## src/rtl/sram_async_ctrl.sv

```systemverilog
module sram_async_ctrl #(
  parameter int AW        = 17,
  parameter int DW        = 16,
  parameter int CLK_NS    = 20,
  parameter int T_RC_NS   = 55,
  parameter int T_AA_NS   = 55,
  parameter int T_DOE_NS  = 25,
  parameter int T_WC_NS   = 45,
  parameter int T_PWE_NS  = 35,
  parameter int T_AW_NS   = 35,
  parameter int T_SD_NS   = 25,
  parameter int T_TURN_NS = 18
) (
  input  logic          clk,
  input  logic          rst_n,
  input  logic          req_valid,
  output logic          req_ready,
  input  logic          req_write,
  input  logic [AW-1:0] req_addr,
  input  logic [DW-1:0] req_wdata,
  input  logic [1:0]    req_be,
  output logic          rsp_valid,
  output logic [DW-1:0] rsp_rdata,
  output logic [AW-1:0] ram_addr,
  output logic          ram_ce_n,
  output logic          ram_oe_n,
  output logic          ram_we_n,
  output logic          ram_ub_n,
  output logic          ram_lb_n,
  input  logic [DW-1:0] ram_dq_i,
  output logic [DW-1:0] ram_dq_o,
  output logic          ram_dq_oe
);

  function automatic int mx(int a, int b);
    return (a > b) ? a : b;
  endfunction

  function automatic int cyc(int ns);
    return mx((ns + CLK_NS - 1) / CLK_NS, 1);
  endfunction

  localparam int RD_CYC   = cyc(mx(mx(T_RC_NS, T_AA_NS), T_DOE_NS));
  localparam int PW_CYC   = mx(cyc(mx(mx(T_PWE_NS, T_AW_NS), T_SD_NS)), cyc(T_WC_NS) - 1);
  localparam int TURN_CYC = cyc(T_TURN_NS);
  localparam int CW       = $clog2(mx(mx(RD_CYC, PW_CYC), TURN_CYC) + 1);

  typedef enum logic [2:0] {S_IDLE, S_TURN, S_RD, S_WP, S_WH} state_t;

  state_t          state;
  logic [CW-1:0]   cnt;
  logic            have_prev, prev_wr;
  logic            op_wr;
  logic [AW-1:0]   op_addr;
  logic [DW-1:0]   op_data;
  logic [1:0]      op_be;

  logic need_turn, from_turn, go, go_wr;
  logic [AW-1:0] go_addr;
  logic [DW-1:0] go_data;
  logic [1:0]    go_be;

  assign req_ready = (state == S_IDLE);
  assign need_turn = have_prev && (prev_wr != req_write);
  assign from_turn = (state == S_TURN) && (cnt == '0);
  assign go        = (req_ready && req_valid && !need_turn) || from_turn;
  assign go_wr     = from_turn ? op_wr   : req_write;
  assign go_addr   = from_turn ? op_addr : req_addr;
  assign go_data   = from_turn ? op_data : req_wdata;
  assign go_be     = from_turn ? op_be   : req_be;

  always_ff @(posedge clk or negedge rst_n) begin
    if (!rst_n) begin
      state     <= S_IDLE;
      cnt       <= '0;
      have_prev <= 1'b0;
      prev_wr   <= 1'b0;
      op_wr     <= 1'b0;
      op_addr   <= '0;
      op_data   <= '0;
      op_be     <= '0;
      rsp_valid <= 1'b0;
      rsp_rdata <= '0;
      ram_addr  <= '0;
      ram_ce_n  <= 1'b1;
      ram_oe_n  <= 1'b1;
      ram_we_n  <= 1'b1;
      ram_ub_n  <= 1'b1;
      ram_lb_n  <= 1'b1;
      ram_dq_o  <= '0;
      ram_dq_oe <= 1'b0;
    end else begin
      rsp_valid <= 1'b0;
      case (state)
        S_IDLE: if (req_valid && need_turn) begin
          state   <= S_TURN;
          cnt     <= CW'(TURN_CYC - 1);
          op_wr   <= req_write;
          op_addr <= req_addr;
          op_data <= req_wdata;
          op_be   <= req_be;
        end
        S_TURN: if (cnt != '0) cnt <= cnt - 1'b1;
        S_RD: if (cnt == '0) begin
          rsp_rdata <= ram_dq_i;
          rsp_valid <= 1'b1;
          ram_ce_n  <= 1'b1;
          ram_oe_n  <= 1'b1;
          state     <= S_IDLE;
        end else cnt <= cnt - 1'b1;
        S_WP: if (cnt == '0) begin
          ram_we_n <= 1'b1;
          state    <= S_WH;
        end else cnt <= cnt - 1'b1;
        S_WH: begin
          ram_ce_n  <= 1'b1;
          ram_dq_oe <= 1'b0;
          state     <= S_IDLE;
        end
        default: state <= S_IDLE;
      endcase
      if (go) begin
        state     <= go_wr ? S_WP : S_RD;
        cnt       <= go_wr ? CW'(PW_CYC - 1) : CW'(RD_CYC - 1);
        have_prev <= 1'b1;
        prev_wr   <= go_wr;
        ram_addr  <= go_addr;
        ram_ce_n  <= 1'b0;
        ram_ub_n  <= ~go_be[1];
        ram_lb_n  <= ~go_be[0];
        ram_we_n  <= ~go_wr;
        ram_oe_n  <= go_wr;
        ram_dq_o  <= go_data;
        ram_dq_oe <= go_wr;
      end
    end
  end

endmodule

```

## config.mk

```make
export PLATFORM = sky130hd
export DESIGN_NAME = sram_async_ctrl
export DESIGN_NICKNAME = d
export VERILOG_FILES = /design/src/rtl/sram_async_ctrl.sv
export SDC_FILE = /design/constraint.sdc
export NUM_CORES = 1
export LEC_CHECK = 0
export BUFFER_PORTS_ARGS = -buffer_cell sky130_fd_sc_hd__buf_2
export CORE_ASPECT_RATIO = 0.8
export CORE_MARGIN = 2
export CORE_UTILIZATION = 25
export CTS_CLUSTER_SIZE = 12
export DETAILED_ROUTE_END_ITERATION = 8
export PLACE_DENSITY = 0.54
export SLEW_MARGIN = 20
export SYNTH_ARGS = -nofsm -noshare
export SYNTH_HDL_FRONTEND = slang
export SYNTH_SLANG_ARGS = --single-unit
```

## constraint.sdc

```tcl
create_clock -name clk -period 4.93 [get_ports clk]
set_input_delay 0.2465 -clock clk [delete_from_list [all_inputs] [get_ports clk]]
set_output_delay 0.2465 -clock clk [all_outputs]
set_load 0.02 [all_outputs]
```

# Word-level counts from Yosys, hierarchy flattened
# Cells that the tools add are included.
dict set report totals {
  output_inout_bits 57
  reg_bits 99
  latchBits 0
  memories 0
  rom_bits 0
  wordCells 84
  input_bits 55
  ramBits 0
}
dict set report classes {
  n_mux 27
  n_reduce_logical 24
  n_div 0
  shifts 0
  order_cmp 0
  mul 0
  bitwise 3
  addsub 1
  eq_ne 11
}
# cell count
set op_table {}
lappend op_table {{$mux 17} 1}
lappend op_table {{$mux 16} 1}
lappend op_table {{$mux 1} 12}
lappend op_table {{$mux 2} 6}
lappend op_table {{$mux 3} 4}
lappend op_table {{$pmux 3 s4} 1}
lappend op_table {{$reduce_and 2->1} 5}
lappend op_table {{$reduce_bool 2->1} 5}
lappend op_table {{$ne 3x3->1 const B} 3}
lappend op_table {{$reduce_and 4->1} 2}
lappend op_table {{$eq 3x2->1 const B} 2}
lappend op_table {{$pmux 2 s3} 1}
lappend op_table {{$logic_and 1x1->1} 5}
lappend op_table {{$reduce_bool 4->1} 1}
lappend op_table {{$eq 3x1->1 const B} 1}
lappend op_table {{$eq 3x3->1 const B} 1}
lappend op_table {{$logic_not 3->1} 1}
lappend op_table {{$ne 3x1->1 const B} 1}
lappend op_table {{$ne 3x2->1 const B} 1}
lappend op_table {{$not 1->1} 3}
lappend op_table {{$reduce_bool 3->1} 1}
lappend op_table {{$logic_not 2->1} 1}
lappend op_table {{$ne 2x2->1 const B} 1}
lappend op_table {{$pmux 1 s2} 1}
lappend op_table {{5 further kinds} 5}

# Depth between registers and ports, before layout
dict set report depth {
  ltp_word 7
  mapped_depth 8
  mapped_depth_nobuf 6
}

# Worst setup path before layout
# No wires, ideal clock.
dict set report synth_path {
  path_type {register to register}
  from {register cnt[0]}
  to {register rsp_rdata[10]}
  slack_ns 3.068
  n_path_buf 2
  t_arrival_ns 1.737
  path_stages_with_launch 8
  t_required_ns 4.805
  setup_ns 0.125
  period_less_slack_ns 1.862
  path_cell_list {dfrtp_1 inv_1 ha_1 nor2b_1 and3_1 buf_2 buf_4 mux2_2}
}
dict set report synth_via {
  elab_chain_len 2
}
# element line_no
set synth_rtl {}
lappend synth_rtl {{start, declared} 51} ;# logic [CW-1:0] cnt;
lappend synth_rtl {{start signal, assigned} 97} ;# cnt <= CW'(TURN_CYC - 1);
lappend synth_rtl {{start signal, assigned} 103} ;# S_TURN: if (cnt != '0) cnt <= cnt - 1'b1;
lappend synth_rtl {{start signal, assigned} 110} ;# end else cnt <= cnt - 1'b1;
lappend synth_rtl {{$logic_not 2->1} 104} ;# S_RD: if (cnt == '0) begin
lappend synth_rtl {{$reduce_and 2->1 (no source line)} -}
lappend synth_rtl {{end signal, assigned} 105} ;# rsp_rdata <= ram_dq_i;
lappend synth_rtl {{end, declared} 23} ;# output logic [DW-1:0] rsp_rdata,
# No other way between the ends.
# A chain may end at the register's enable or synchronous reset.

# Worst setup path after layout
dict set report layout_path {
  from {register have_prev}
  to {register ram_dq_o[2]}
}
dict set report layout_via {
  elab_chain_len 4
}
# element line_no
set layout_rtl {}
lappend layout_rtl {{start, declared} 52} ;# logic have_prev, prev_wr;
lappend layout_rtl {{start signal, assigned} 76} ;# have_prev <= 1'b0;
lappend layout_rtl {{start signal, assigned} 125} ;# have_prev <= 1'b1;
lappend layout_rtl {{$logic_and 1x1->1} 64} ;# assign need_turn = have_prev && (prev_wr != req_write);
lappend layout_rtl {{$logic_not 1->1} 66} ;# assign go = (req_ready && req_valid && !need_turn) || from_turn;
lappend layout_rtl {{$logic_and 1x1->1} 66}
lappend layout_rtl {{$logic_or 1x1->1} 66}
lappend layout_rtl {{end signal, assigned} 133} ;# ram_dq_o <= go_data;
lappend layout_rtl {{end, declared} 31} ;# output logic [DW-1:0] ram_dq_o,
# No other way between the ends.

==> impl_metrics.py <==
metrics = {
    "final_layout": {
        "syn2layout_area_growth_pct": 24.7,
        "drive_gt1_frac": 0.427,
        "finalNonFillerCells": 672,
        "multi_input_area_um2": 1750,
        "insertedDiodeCount": 0,
        "seq_area_um2": 2480,
        "fillers": 1776,
        "nets": 498,
    },
    "critical_path": {
        "end_kind": "register",
        "criticalPathCategory": "register to register",
        "critPathLaunchType": "register",
        "arrival_ns": 2.56,
        "required_ns": 5.15,
        "crit_fanout": 21,
    },
    "cts": {
        "cts_buffer_depth": 2,
        "h-tree-depth": 3,
        "cts_resized": 0,
        "root_buffer": "clkbuf_16",
        "cts_buffers": 9,
        "clkLatencyLatePin_ns": 0.35,
        "cts.clk_slew.worst_paths_ns": 0.07,
        "cts_tree": "yes",
        "cts_sinks": 99,
    },
    "place": {
        "io_buffers": 111,
        "dp_hpwl_um": 6310,
        "placed_cells": 655,
        "gp_congestion": 0.767,
    },
    "logic_synthesis": {
        "netlist_instances": 336,
        "yosys.area.top_type": "dfrtp_1",
        "synth_edf_count": 0,
        "synth_top_area_frac": 0.539,
        "avgSynthCellArea_um2": 13.0,
        "ys_seq_elements": 99,
        "syn_area_um2": 4360,
        "yosys_most_used_dff": "dfrtp_1",
        "yosysUniqueCellTypes": 36,
        "synthTopCellsByCount": "94 x dfrtp_1, 37 x nand2_1, 34 x mux2i_1",
        "synth_nets": 392,
        "ys_warn_count": 0,
        "synth.area.top_cells": "dfrtp_1 54%, mux2_4 10%, mux2i_1 7.8%",
        "synth_seq_area_share": 0.570,
        "synthArstFlopShare": 1.00,
        "yosysMostFrequentCell": "dfrtp_1",
    },
    "grt": {
        "antenna_found_initial": 0,
        "grt_pass1_vias": 2943,
        "grt_usage": 0.106,
        "grt_max_degree": 55,
        "grt-ovfl-total": 0,
        "grt_first_pass_wirelength_um": 15000,
    },
    "sta": {
        "max_slew.worst_pin.slew_ns": 0.886,
        "final.setup.tns_ns": 0,
        "hold_viol_final": 0,
        "finalCritPeriodShare": 0.475,
        "min_period_ns": 2.34,
        "slew_viol_final": 0,
        "max_slew_margin": 0.407,
        "finClkSkew_ns": 0.0109,
        "rsz0062_at_grt": "false",
        "setup_viol": 0,
        "fmax_ghz": 0.427,
    },
    "job": {
        "cap_viol_max_count": 0,
    },
    "floorplan": {
        "rows": 43,
        "die_h_um": 122,
        "die_x_um": 152,
        "io_pins": 112,
        "core-area_um2": 17200,
        "start_util": 0.253,
        "dieArea_um2": 18500,
    },
    "route": {
        "vias": 2930,
        "postRouteAntennaNets": 0,
        "drt-initial-drc-count": 177,
        "firstDrtPassIters": 4,
        "drcViolationCount": 0,
        "routed_via_density": 4.36,
        "wl_per_cell_um": 14.0,
        "totalWireLength_um": 9400,
    },
    "outcome": {
        "outcome": "finished clean",
    },
    "pwr": {
        "p_leak_nw": 2.72,
        "vdd_drop_max_v": 0.000242,
        "p_per_area_nw_per_um2": 693,
    },
    "hold_path": {
        "hold_path.class": "input pin to register",
    },
}
-- placed cells by master, fill, tap and decap left out, types with 4 or more instances in the layout --
cell,count
o21ai_0,32
a21oi_1,7
buf_2,110
clkbuf_16,9
nand2_1,37
a211oi_1,4
mux2i_1,34
nor2_1,4
mux2_4,30
dfstp_2,5
dfrtp_1,94
mux2_2,22
buf_4,5
inv_1,5
and3_1,4
o21ai_1,8
-- worst paths after layout --
kind / start / to / slack (ns) / cells after the start
min in group asynchronous: rst_n / rsp_rdata[4] / 0.46 / 2
worst min-delay path: ram_dq_i[15] / rsp_rdata[15] / 0.12 / 2
worst max-delay path: have_prev / ram_dq_o[2] / 2.59 / 5
worst min register to register: op_be[1] / ram_ub_n / 0.43 / 1
worst max register to register: have_prev / ram_dq_o[2] / 2.59 / 5
max in group asynchronous: rst_n / op_data[8] / 3.36 / 3
-- layout make-up --
cell class / count / area share
clock buffer: 13 / 0.0479
clock inverter: 3 / 0.00851
inverter: 5 / 0.00345
multi-input combinational: 211 / 0.322
sequential: 99 / 0.457
tap: 225 / 0.0518
timing repair buffer: 116 / 0.110
-- kinds of logic (layout without fill, tap and decap cells) --
family	count (synthesis)	count (layout)	synth area share
AO/OA/AOI/OAI	61	61	0.0786
XOR/XNOR	2	2	0.00402
adder cells (fa/ha/maj)	1	1	0.00287
buffers and inverters	26	137	0.0344
flip-flops	99	99	0.570
multiplexers	86	86	0.238
AND/OR/NAND/NOR	61	61	0.0723
-- critical path, cell delays in order (launching register included) --
cell and delay [ns]:
dfrtp_1 0.47, inv_1 0.16, o21ai_4 0.73, buf_4 0.48, mux2i_1 0.23, o21ai_0 0.09
-- routing by layer --
| layer | vias up | share of wire | track usage |
|---|---|---|---|
| li1 | 1393 | - | - |
| met1 | 1445 | 0.48 | 0.141 |
| met2 | 81 | 0.45 | 0.161 |
| met3 | 11 | 0.056 | 0.0341 |
| met4 | 0 | 0.016 | 0.0428 |
| met5 | - | 0 | 0 |
-- stage by stage --
stage               power, mW  hold slack [ns]  instance area (µm²)  utilization  setup WS [ns]
floorplan                2.62          -0.0491                 4360            -           3.07
CTS                      3.84            0.104                 5440        0.316           2.53
global route             4.05            0.108                 5440        0.316           2.42
detailed placement       3.07            0.305                 5120        0.297           2.55
global placement         3.03            0.287                 5120        0.297           2.63
finish                   3.77            0.123                 5440        0.316           2.59
-- timing repair --
item / in CTS / in global routing
setup buffers: 0 / 0
hold endpoints to repair: 43 / 0
hold buffers: 1 / 0
-- where the power goes --
group          switching [mW]  internal, mW
sequential              0.244          1.24
combinational           0.819         0.738
clock                   0.310         0.423
total                    1.37          2.40
-- state kept, by name, indices dropped and copies added (netlist names) --
register   count
ram_oe_n       1
cnt            2
rsp_rdata     16
rsp_valid      1
ram_ub_n       1
op_be          2
ram_dq_o      16
op_wr          1
op_addr       17
ram_dq_oe      1
have_prev      1
ram_ce_n       1
prev_wr        1
state          3
ram_lb_n       1
op_data       16
ram_we_n       1
ram_addr      17
No activity file was read; power rests on OpenSTA's default activity.
